<file path="src/rtl/flash_stat_pkg.sv">
package flash_stat_pkg;
  localparam int STAT_W = 8;
  localparam int READY_BIT = 7;
  localparam int ERASE_BIT = 5;
  localparam int PROG_BIT = 4;

  typedef struct packed {
    logic oeActive;
    logic capture;
  } rdStrobes_t;

  typedef enum logic {
    ST_IDLE   = 1'b0,
    ST_STROBE = 1'b1
  } rdState_t;
endpackage

</file>
<file path="src/rtl/flash_stat_ctrl.sv">
module flash_stat_ctrl
  import flash_stat_pkg::*;
#(
  parameter int CNT_W = 4
) (
  input  logic             clk,
  input  logic             rstN,
  input  logic             startReq,
  input  logic [CNT_W-1:0] oeLowCycles,
  output rdStrobes_t       strobes
);
  rdState_t   state;
  logic [CNT_W-1:0] remain;
  logic [CNT_W-1:0] loadVal;

  // zero requested width behaves as a single cycle
  always_comb begin
    loadVal = (oeLowCycles == '0) ? '0 : oeLowCycles - 1'b1;
  end

  always_ff @(posedge clk) begin
    if (!rstN) begin
      state  <= ST_IDLE;
      remain <= '0;
    end else begin
      case (state)
        ST_IDLE: begin
          if (startReq) begin
            state  <= ST_STROBE;
            remain <= loadVal;
          end
        end
        ST_STROBE: begin
          if (remain == '0) begin
            state <= ST_IDLE;
          end else begin
            remain <= remain - 1'b1;
          end
        end
        default: state <= ST_IDLE;
      endcase
    end
  end

  always_comb begin
    strobes.oeActive = (state == ST_STROBE);
    strobes.capture  = (state == ST_STROBE) && (remain == '0);
  end
endmodule

</file>
<file path="src/rtl/flash_stat_dp.sv">
module flash_stat_dp
  import flash_stat_pkg::*;
(
  input  logic              clk,
  input  logic              rstN,
  input  logic [STAT_W-1:0] ioIn,
  input  rdStrobes_t        strobes,
  input  logic              errClr,
  input  logic              errIntEn,
  output logic [STAT_W-1:0] statusByte,
  output logic              ready,
  output logic              eraseFail,
  output logic              progFail,
  output logic              errFlag,
  output logic              irq,
  output logic              done
);
  logic failSeen;

  always_comb begin
    failSeen = ioIn[ERASE_BIT] | ioIn[PROG_BIT];
  end

  always_ff @(posedge clk) begin
    if (!rstN) begin
      statusByte <= '0;
      errFlag    <= 1'b0;
      done       <= 1'b0;
    end else begin
      done <= strobes.capture;
      if (strobes.capture) begin
        statusByte <= ioIn;
      end
      if (strobes.capture && failSeen) begin
        errFlag <= 1'b1;
      end else if (errClr) begin
        errFlag <= 1'b0;
      end
    end
  end

  always_comb begin
    ready     = statusByte[READY_BIT];
    eraseFail = statusByte[ERASE_BIT];
    progFail  = statusByte[PROG_BIT];
    irq       = errFlag & errIntEn;
  end
endmodule

</file>
<file path="src/rtl/flashStatusReader.sv">
module flashStatusReader
  import flash_stat_pkg::*;
#(
  parameter int CNT_W = 4
) (
  input  logic             clk,
  input  logic             rstN,
  input  logic [7:0]       ioIn,
  input  logic             swReq,
  input  logic             progDone,
  input  logic             autoStatusEn,
  input  logic [CNT_W-1:0] oeLowCycles,
  input  logic             errClr,
  input  logic             errIntEn,
  output logic             oeN,
  output logic [7:0]       statusByte,
  output logic             ready,
  output logic             eraseFail,
  output logic             progFail,
  output logic             errFlag,
  output logic             irq,
  output logic             done
);
  rdStrobes_t strobes;
  logic startReq;

  always_comb begin
    startReq = swReq | (autoStatusEn & progDone);
    oeN      = ~strobes.oeActive;
  end

  flash_stat_ctrl #(.CNT_W(CNT_W)) i_ctrl (
    .clk(clk), .rstN(rstN), .startReq(startReq),
    .oeLowCycles(oeLowCycles), .strobes(strobes)
  );

  flash_stat_dp i_dp (
    .clk(clk), .rstN(rstN), .ioIn(ioIn), .strobes(strobes),
    .errClr(errClr), .errIntEn(errIntEn), .statusByte(statusByte),
    .ready(ready), .eraseFail(eraseFail), .progFail(progFail),
    .errFlag(errFlag), .irq(irq), .done(done)
  );
endmodule

</file>
<file path="config.mk">
export PLATFORM = sky130hd
export DESIGN_NAME = flashStatusReader
export DESIGN_NICKNAME = d
export VERILOG_FILES = /design/src/rtl/flash_stat_pkg.sv /design/src/rtl/flash_stat_ctrl.sv /design/src/rtl/flash_stat_dp.sv /design/src/rtl/flashStatusReader.sv
export SDC_FILE = /design/constraint.sdc
export NUM_CORES = 1
export LEC_CHECK = 0
export ABC_AREA = 1
export BUFFER_PORTS_ARGS = -buffer_cell sky130_fd_sc_hd__buf_2
export CAP_MARGIN = 20
export CORE_UTILIZATION = 41
export CTS_CLUSTER_SIZE = 28
export DETAILED_ROUTE_END_ITERATION = 7
export GPL_TIMING_DRIVEN = 0
export PLACE_DENSITY = 0.73
export SLEW_MARGIN = 5
export SYNTH_ARGS = -nofsm -noshare
export SYNTH_HDL_FRONTEND = slang
export SYNTH_HIERARCHICAL = 1
export SYNTH_SLANG_ARGS = --single-unit
</file>
<file path="constraint.sdc">
create_clock -name clk -period 1.3 [get_ports clk]
set_input_delay 0.065 -clock clk [delete_from_list [all_inputs] [get_ports clk]]
set_output_delay 0.065 -clock clk [all_outputs]
set_load 0.03 [all_outputs]
</file>
==> results of run 1 <==
repair_timing:
action                                 4_1_cts  5_1_grt
pin swaps                                    0        1
setup endpoints to repair                    9       13
hold buffers                                 3        0
endpoints found under the hold margin        3        0
resized for setup                            3       11
buffers inserted                             1        0
gates cloned                                 0        1
metal layers:
layer | global-route usage [%] | vias to the layer above | routed length, µm
met5 | 0 | - | 0
met4 | 3.43 | 0 | 0
met3 | 7.06 | 0 | 93
met2 | 26.7 | 18 | 924
met1 | 19.0 | 375 | 738
li1 | - | 436 | -
area by class of cell:
class,count,area share [%]
multi-input combinational,79,38.6
inverter,18,6.73
clock buffer,3,2.02
tap,25,2.80
timing repair buffer,38,18.6
clock inverter,1,0.448
buffer,5,3.70
sequential,15,27.1
state kept, by name, indices dropped and copies added (netlist names):
register,flops
i_dp/statusByte,8
i_ctrl/remain,4
i_ctrl/state,1
i_dp/done,1
i_dp/errFlag,1
cells in the mapped netlist:
cell type  number
nand2_1        26
nor2_1         21
inv_1          17
dfxtp_1        15
o21ai_0         9
a21oi_1         4
buf_4           4
nand3_1         4
nand2_2         3
nor2_2          3
a21oi_2         2
ha_1            2
buf_6           1
inv_6           1
nand2_4         1
nand2_8         1
nand3_2         1
nor2_4          1
or2_4           1
through the flow:
stage               cells  area, µm²
floorplan             117        817
global placement      175       1010
detailed placement    175       1010
CTS                   183       1080
global route          184       1120
finish                184       1120
cells by family after synthesis:
family | Yosys count | share of synthesized area [%]
AO/OA/AOI/OAI | 15 | 10.1
flip-flops | 15 | 36.8
buffers and inverters | 23 | 13.9
AND/OR/NAND/NOR | 62 | 36.1
adder cells (fa/ha/maj) | 2 | 3.06
worst register-to-register path, stage by stage (launching register included):
cell     delay (ns)
dfxtp_2        0.35
inv_4          0.05
ha_4           0.15
nand2_2        0.05
inv_2          0.04
nand2_4        0.05
inv_2          0.04
buf_6          0.13
nand2_4        0.06
nand2_2        0.05
nor2_2         0.10
nor2_2         0.03
worst paths after layout:
| path | slack, ns | startpoint | cells past startpoint | to |
|---|---|---|---|---|
| max reg2reg | 0.08 | i_ctrl/remain[0] | 11 | i_dp/errFlag |
| min | 0.03 | ioIn[1] | 3 | i_dp/statusByte[1] |
| max | 0.08 | i_ctrl/remain[0] | 11 | i_dp/errFlag |
| min reg2reg | 0.49 | i_dp/statusByte[5] | 2 | i_dp/statusByte[5] |
power by group through the flow:
stage	registers (mW)	logic, mW	clock network [mW]
3_5_place_dp	0.589	0.572	0
6_report	0.586	0.626	0.262
2_1_floorplan	0.662	0.350	0
3_3_place_gp	0.584	0.555	0
5_1_grt	0.594	0.694	0.291
4_1_cts	0.581	0.587	0.276
==> metrics.md, run 1 <==
| Metric | Value |
|---|---|
| Status | `finished, final reports clean` |
| CP max-delay cell | `dfxtp_2` |
| CTS H-Tree Depth | `1` |
| Peak supply drop | `0.000816 V` |
| Multi-input gate area | `430 µm²` |
| Clock network fraction of total power | `17.8%` |
| Sequential Power Share | `39.8%` |
| Post-Syn Area | `817 µm²` |
| CTS tree | `yes` |
| Synthesized Nets | `138` |
| Delay of the slowest cell on the worst path | `0.35 ns` |
| Die Span Y | `46.6 µm` |
| Max Transition Viols Final | `0` |
| Synth top area share | `36.8%` |
| Crit-path leading delay family | `flip-flops` |
| Root buf cell | `clkbuf_4` |
| Final cycle utilization of the critical path | `93.7%` |
| CTS max path bufs | `2` |
| Clk slew on worst S/H paths | `0.09 ns` |
| Die area | `2180 µm²` |
| Grt total ovfl | `0` |
| Worst endpoint required time | `1.48 ns` |
| Post-DRT Antenna Nets | `0` |
| # rows | `15` |
| Pre-Repair DR Iteration Count | `4` |
| Drt wl/cell | `9.54 µm` |
| Total GRT Usage | `16.0%` |
| Setup ws final | `0.0817 ns` |
| Pin count of the biggest net entering global routing | `14` |
| Total power | `1.47 mW` |
| Initial Util | `45.3%` |
| Final #Nets | `181` |
| Setup violations, final | `0` |
| Worst Setup Path Type | `reg2reg` |
| DRC viols | `0` |
| Max-cap viol count | `0` |
| Via density | `4.51` |
| Fmax | `821 MHz` |
| RSZ-0062 raised after global routing | `false` |
| Syn Area/Cell | `6.98 µm²` |
| I/O pin total | `34` |
| Die width | `46.6 µm` |
| Crit path cell chain | `inv_4 -> ha_4 -> nand2_2 -> inv_2 -> nand2_4 -> inv_2 -> buf_6 -> nand2_4 -> nand2_2 -> nor2_2 -> nor2_2` |
| Most frequent cells in the layout | `buf_2 (34), nand2_1 (25), nor2_1 (20), inv_1 (13), dfxtp_1 (13)` |
| Share of layout cells above drive strength 1 | `42.1%` |
| Clock Skews | `0.00447 ns` |
| CORE AREA | `1800 µm²` |
| Most common cell after layout, fill and taps aside | `buf_2` |
| First-pass GRT wire length | `2450 µm` |
| Worst Setup End Kind | `flip-flop` |
| Routed vias | `829` |
| Worst Setup Start Kind | `flip-flop` |
| N_diodes | `0` |
| Fillers | `179` |
| Worst-Margin Slew | `0.298 ns` |
| Pwr/cell area | `1320 nW/µm²` |
| Share of the yosys chip area belonging to registers | `36.8%` |
| Synth cell types | `19` |
| Combinational Power Share | `42.5%` |
| FF+latch count, synth | `15` |
| Yosys top cell by area | `dfxtp_1` |
| Post-layout util | `61.9%` |
| Synth Instances | `117` |
| Headroom to the max-slew limit | `80.1%` |
| Setup TNS Final | `0 ns` |
| Number of global-route vias before repair | `595` |
| DP HPWL | `1290 µm` |
| Synth Warn # | `6` |
| FF/Latch Area | `303 µm²` |
| Clock sinks | `15` |
| Hold Slack | `0.0298 ns` |
| Leak Pwr | `0.639 nW` |
| CTS Buf Count | `3` |
| Sw frac | `40.0%` |
| Pre-CTS WS | `-0.0573 ns` |
| P_sw | `0.590 mW` |
| Final hold violation count | `0` |
| Area Overhead vs Synth | `36.6%` |
| Post-Route WL | `1760 µm` |
| CP max FO | `6` |
| Clock latency at the later pin of the worst-skew pair | `0.28 ns` |
| Fin crit period | `1.22 ns` |
| DRT iter0 DRCs | `12` |
| # port buffers | `33` |
| Placer Congestion | `0.744` |
| Top post-synthesis cells by area | `dfxtp_1 (37%), nand2_1 (12%), nor2_1 (9.6%)` |
| CP bufs+invs | `4` |
| Hold WC Path Type | `in2reg` |
| Internal Power | `0.884 mW` |
| WP data arrival | `1.40 ns` |
| Antenna violations before repair | `0` |
(Power assumes the default switching activity.)
==> run 2: changes to the inputs <==
--- a/config.mk
+++ b/config.mk
@@ -8,11 +8,11 @@
 export ABC_AREA = 1
 export BUFFER_PORTS_ARGS = -buffer_cell sky130_fd_sc_hd__buf_2
 export CAP_MARGIN = 20
-export CORE_UTILIZATION = 41
+export CORE_MARGIN = 5
+export CORE_UTILIZATION = 35
 export CTS_CLUSTER_SIZE = 28
 export DETAILED_ROUTE_END_ITERATION = 7
 export GPL_TIMING_DRIVEN = 0
-export PLACE_DENSITY = 0.73
 export SLEW_MARGIN = 5
 export SYNTH_ARGS = -nofsm -noshare
 export SYNTH_HDL_FRONTEND = slang
==> run 2 against run 1 <==
Against the previous run:
- largest cell class unchanged
- first-iteration DRC count decreased by 42%
- clock skew down 0.0014 ns
- die area increased by 56%
- count of clock-buffer cells in the layout grew 1
- non-clock buffer count rose by 3
- total power grew 1.4%
- hold slack worse by 0.020 ns
- sequential cell count unchanged
- critical path depth fell by 1
- via count is 0.60% lower
- global-route usage shrank 5.3 points
- register-to-register slack is essentially flat
==> metrics.md, run 2 (synthesis results as in run 1) <==
| Metric | Value |
|---|---|
| Status | `finished, final reports clean` |
| Drt wl/cell | `9.99 µm` |
| # port buffers | `33` |
| Initial Util | `36.9%` |
| Hold WC Path Type | `in2reg` |
| Worst-Margin Slew | `0.287 ns` |
| Biggest regs | `i_dp/statusByte (8), i_ctrl/remain (4)` |
| # rows | `17` |
| Clk slew on worst S/H paths | `0.09 ns` |
| Max reg flops | `8` |
| Total GRT Usage | `10.8%` |
| Die width | `58.3 µm` |
| Share of layout cells above drive strength 1 | `44.4%` |
| Max-cap viol count | `0` |
| Pin count of the biggest net entering global routing | `14` |
| Final #Nets | `184` |
| Final cycle utilization of the critical path | `94.8%` |
| Routed vias | `824` |
| Area Overhead vs Synth | `40.3%` |
| N_diodes | `0` |
| Headroom to the max-slew limit | `80.9%` |
| Most common cell after layout, fill and taps aside | `buf_2` |
| DRT iter0 DRCs | `7` |
| CORE AREA | `2210 µm²` |
| I/O pin total | `34` |
| Worst Setup Start Kind | `flip-flop` |
| Peak supply drop | `0.000930 V` |
| Die Span Y | `58.3 µm` |
| CTS tree | `yes` |
| Antenna violations before repair | `0` |
| FF/Latch Area | `303 µm²` |
| Number of global-route vias before repair | `743` |
| Worst Setup Path Type | `reg2reg` |
| Via density | `4.34` |
| Max Transition Viols Final | `0` |
| Fin cells | `190` |
| Fmax | `811 MHz` |
| Die area | `3400 µm²` |
| Post-DRT Antenna Nets | `0` |
| Placer Congestion | `0.790` |
| Post-Route WL | `1900 µm` |
| CTS max path bufs | `2` |
| Post-layout util | `51.8%` |
| Fillers | `243` |
| Clock Skews | `0.00310 ns` |
| Clock latency at the later pin of the worst-skew pair | `0.28 ns` |
| Clock sinks | `15` |
| Pwr/cell area | `1300 nW/µm²` |
| Most frequent cells in the layout | `buf_2 (34), nand2_1 (24), nor2_1 (19), inv_1 (13), dfxtp_1 (13)` |
| FF-to-FF setup slack | `0.07 ns` |
| DRC viols | `0` |
| Final hold violation count | `0` |
| Dpl cells | `178` |
| Leak Pwr | `0.649 nW` |
| CTS H-Tree Depth | `1` |
| Multi-input gate area | `429 µm²` |
| WP data arrival | `1.41 ns` |
| Worst endpoint required time | `1.48 ns` |
| Grt total ovfl | `0` |
| Setup violations, final | `0` |
| Largest Register | `i_dp/statusByte` |
| CP max FO | `7` |
| CTS Buf Count | `3` |
| Worst Setup End Kind | `flip-flop` |
| Root buf cell | `clkbuf_4` |
| Pre-Repair DR Iteration Count | `4` |
| Fin crit period | `1.23 ns` |
| DP HPWL | `1370 µm` |
| First-pass GRT wire length | `2920 µm` |
## run 2: changes by cell type in the layout (fill, tap and decap cells not counted), sizes merged
cell,change
buf,+3
clkbuf,+1
clkinv,-1
## run 2: stage by stage
stage / total power [mW] / worst slack, ns / area [µm²] / setup TNS [ns] / hold slack, ns
4_1_cts: 1.45 / 0.0156 / 1080 / 0 / 0.000364
3_5_place_dp: 1.16 / -0.0690 / 1020 / -0.469 / 0.298
2_1_floorplan: 1.01 / 0.0431 / 817 / 0 / 0.163
5_1_grt: 1.62 / -0.00687 / 1150 / -0.0114 / 0.00868
6_report: 1.50 / 0.0675 / 1150 / 0 / 0.00955
3_3_place_gp: 1.15 / -0.0488 / 1020 / -0.300 / 0.289
## run 2: final timing paths
kind	startpoint	to	depth (start not counted)
hold reg to reg	i_dp/statusByte[5]	i_dp/statusByte[5]	2
setup reg to reg	i_ctrl/remain[0]	i_ctrl/remain[2]	10
hold / removal	ioIn[2]	i_dp/statusByte[2]	3
setup / recovery	i_ctrl/remain[0]	i_ctrl/remain[2]	10
## run 2: routing by layer
| layer | part of all wire (%) | global-route usage (%) | vias up |
|---|---|---|---|
| li1 | - | - | 443 |
| met1 | 40 | 12.4 | 360 |
| met2 | 53 | 19.1 | 21 |
| met3 | 6.7 | 4.61 | 0 |
| met4 | 0 | 0.993 | 0 |
| met5 | 0 | 0 | - |
## run 2: repair_timing
action,CTS,global route
hold buffers,2,1
pin swaps,0,2
endpoints found under the hold margin,2,1
cloned,0,1
setup endpoints to repair,9,13
buffers inserted,2,2
gates resized for setup,1,17
## run 2: layout make-up
| type | instances | area share, % |
|---|---|---|
| tap | 28 | 3.06 |
| timing repair buffer | 41 | 20.1 |
| sequential | 15 | 26.4 |
| buffer | 5 | 3.93 |
| inverter | 18 | 6.77 |
| clock buffer | 4 | 2.29 |
| multi-input combinational | 79 | 37.4 |
## run 2: critical path: stages, from the launching register on
cell and delay (ns):
dfxtp_2 0.32, inv_2 0.07, ha_2 0.17, nand2_2 0.05, inv_2 0.07, nand2_4 0.05
buf_4 0.16, nand2_8 0.08, nand2_1 0.05, nand2_1 0.07, a21oi_2 0.03
## run 2: report_power, final
part           total (mW)  internal, mW  leakage [nW]  switching (mW)
clock network       0.260         0.119        0.0150           0.141
registers           0.583         0.532         0.124          0.0503
logic               0.652         0.255         0.511           0.397
total                1.50         0.907         0.649           0.589
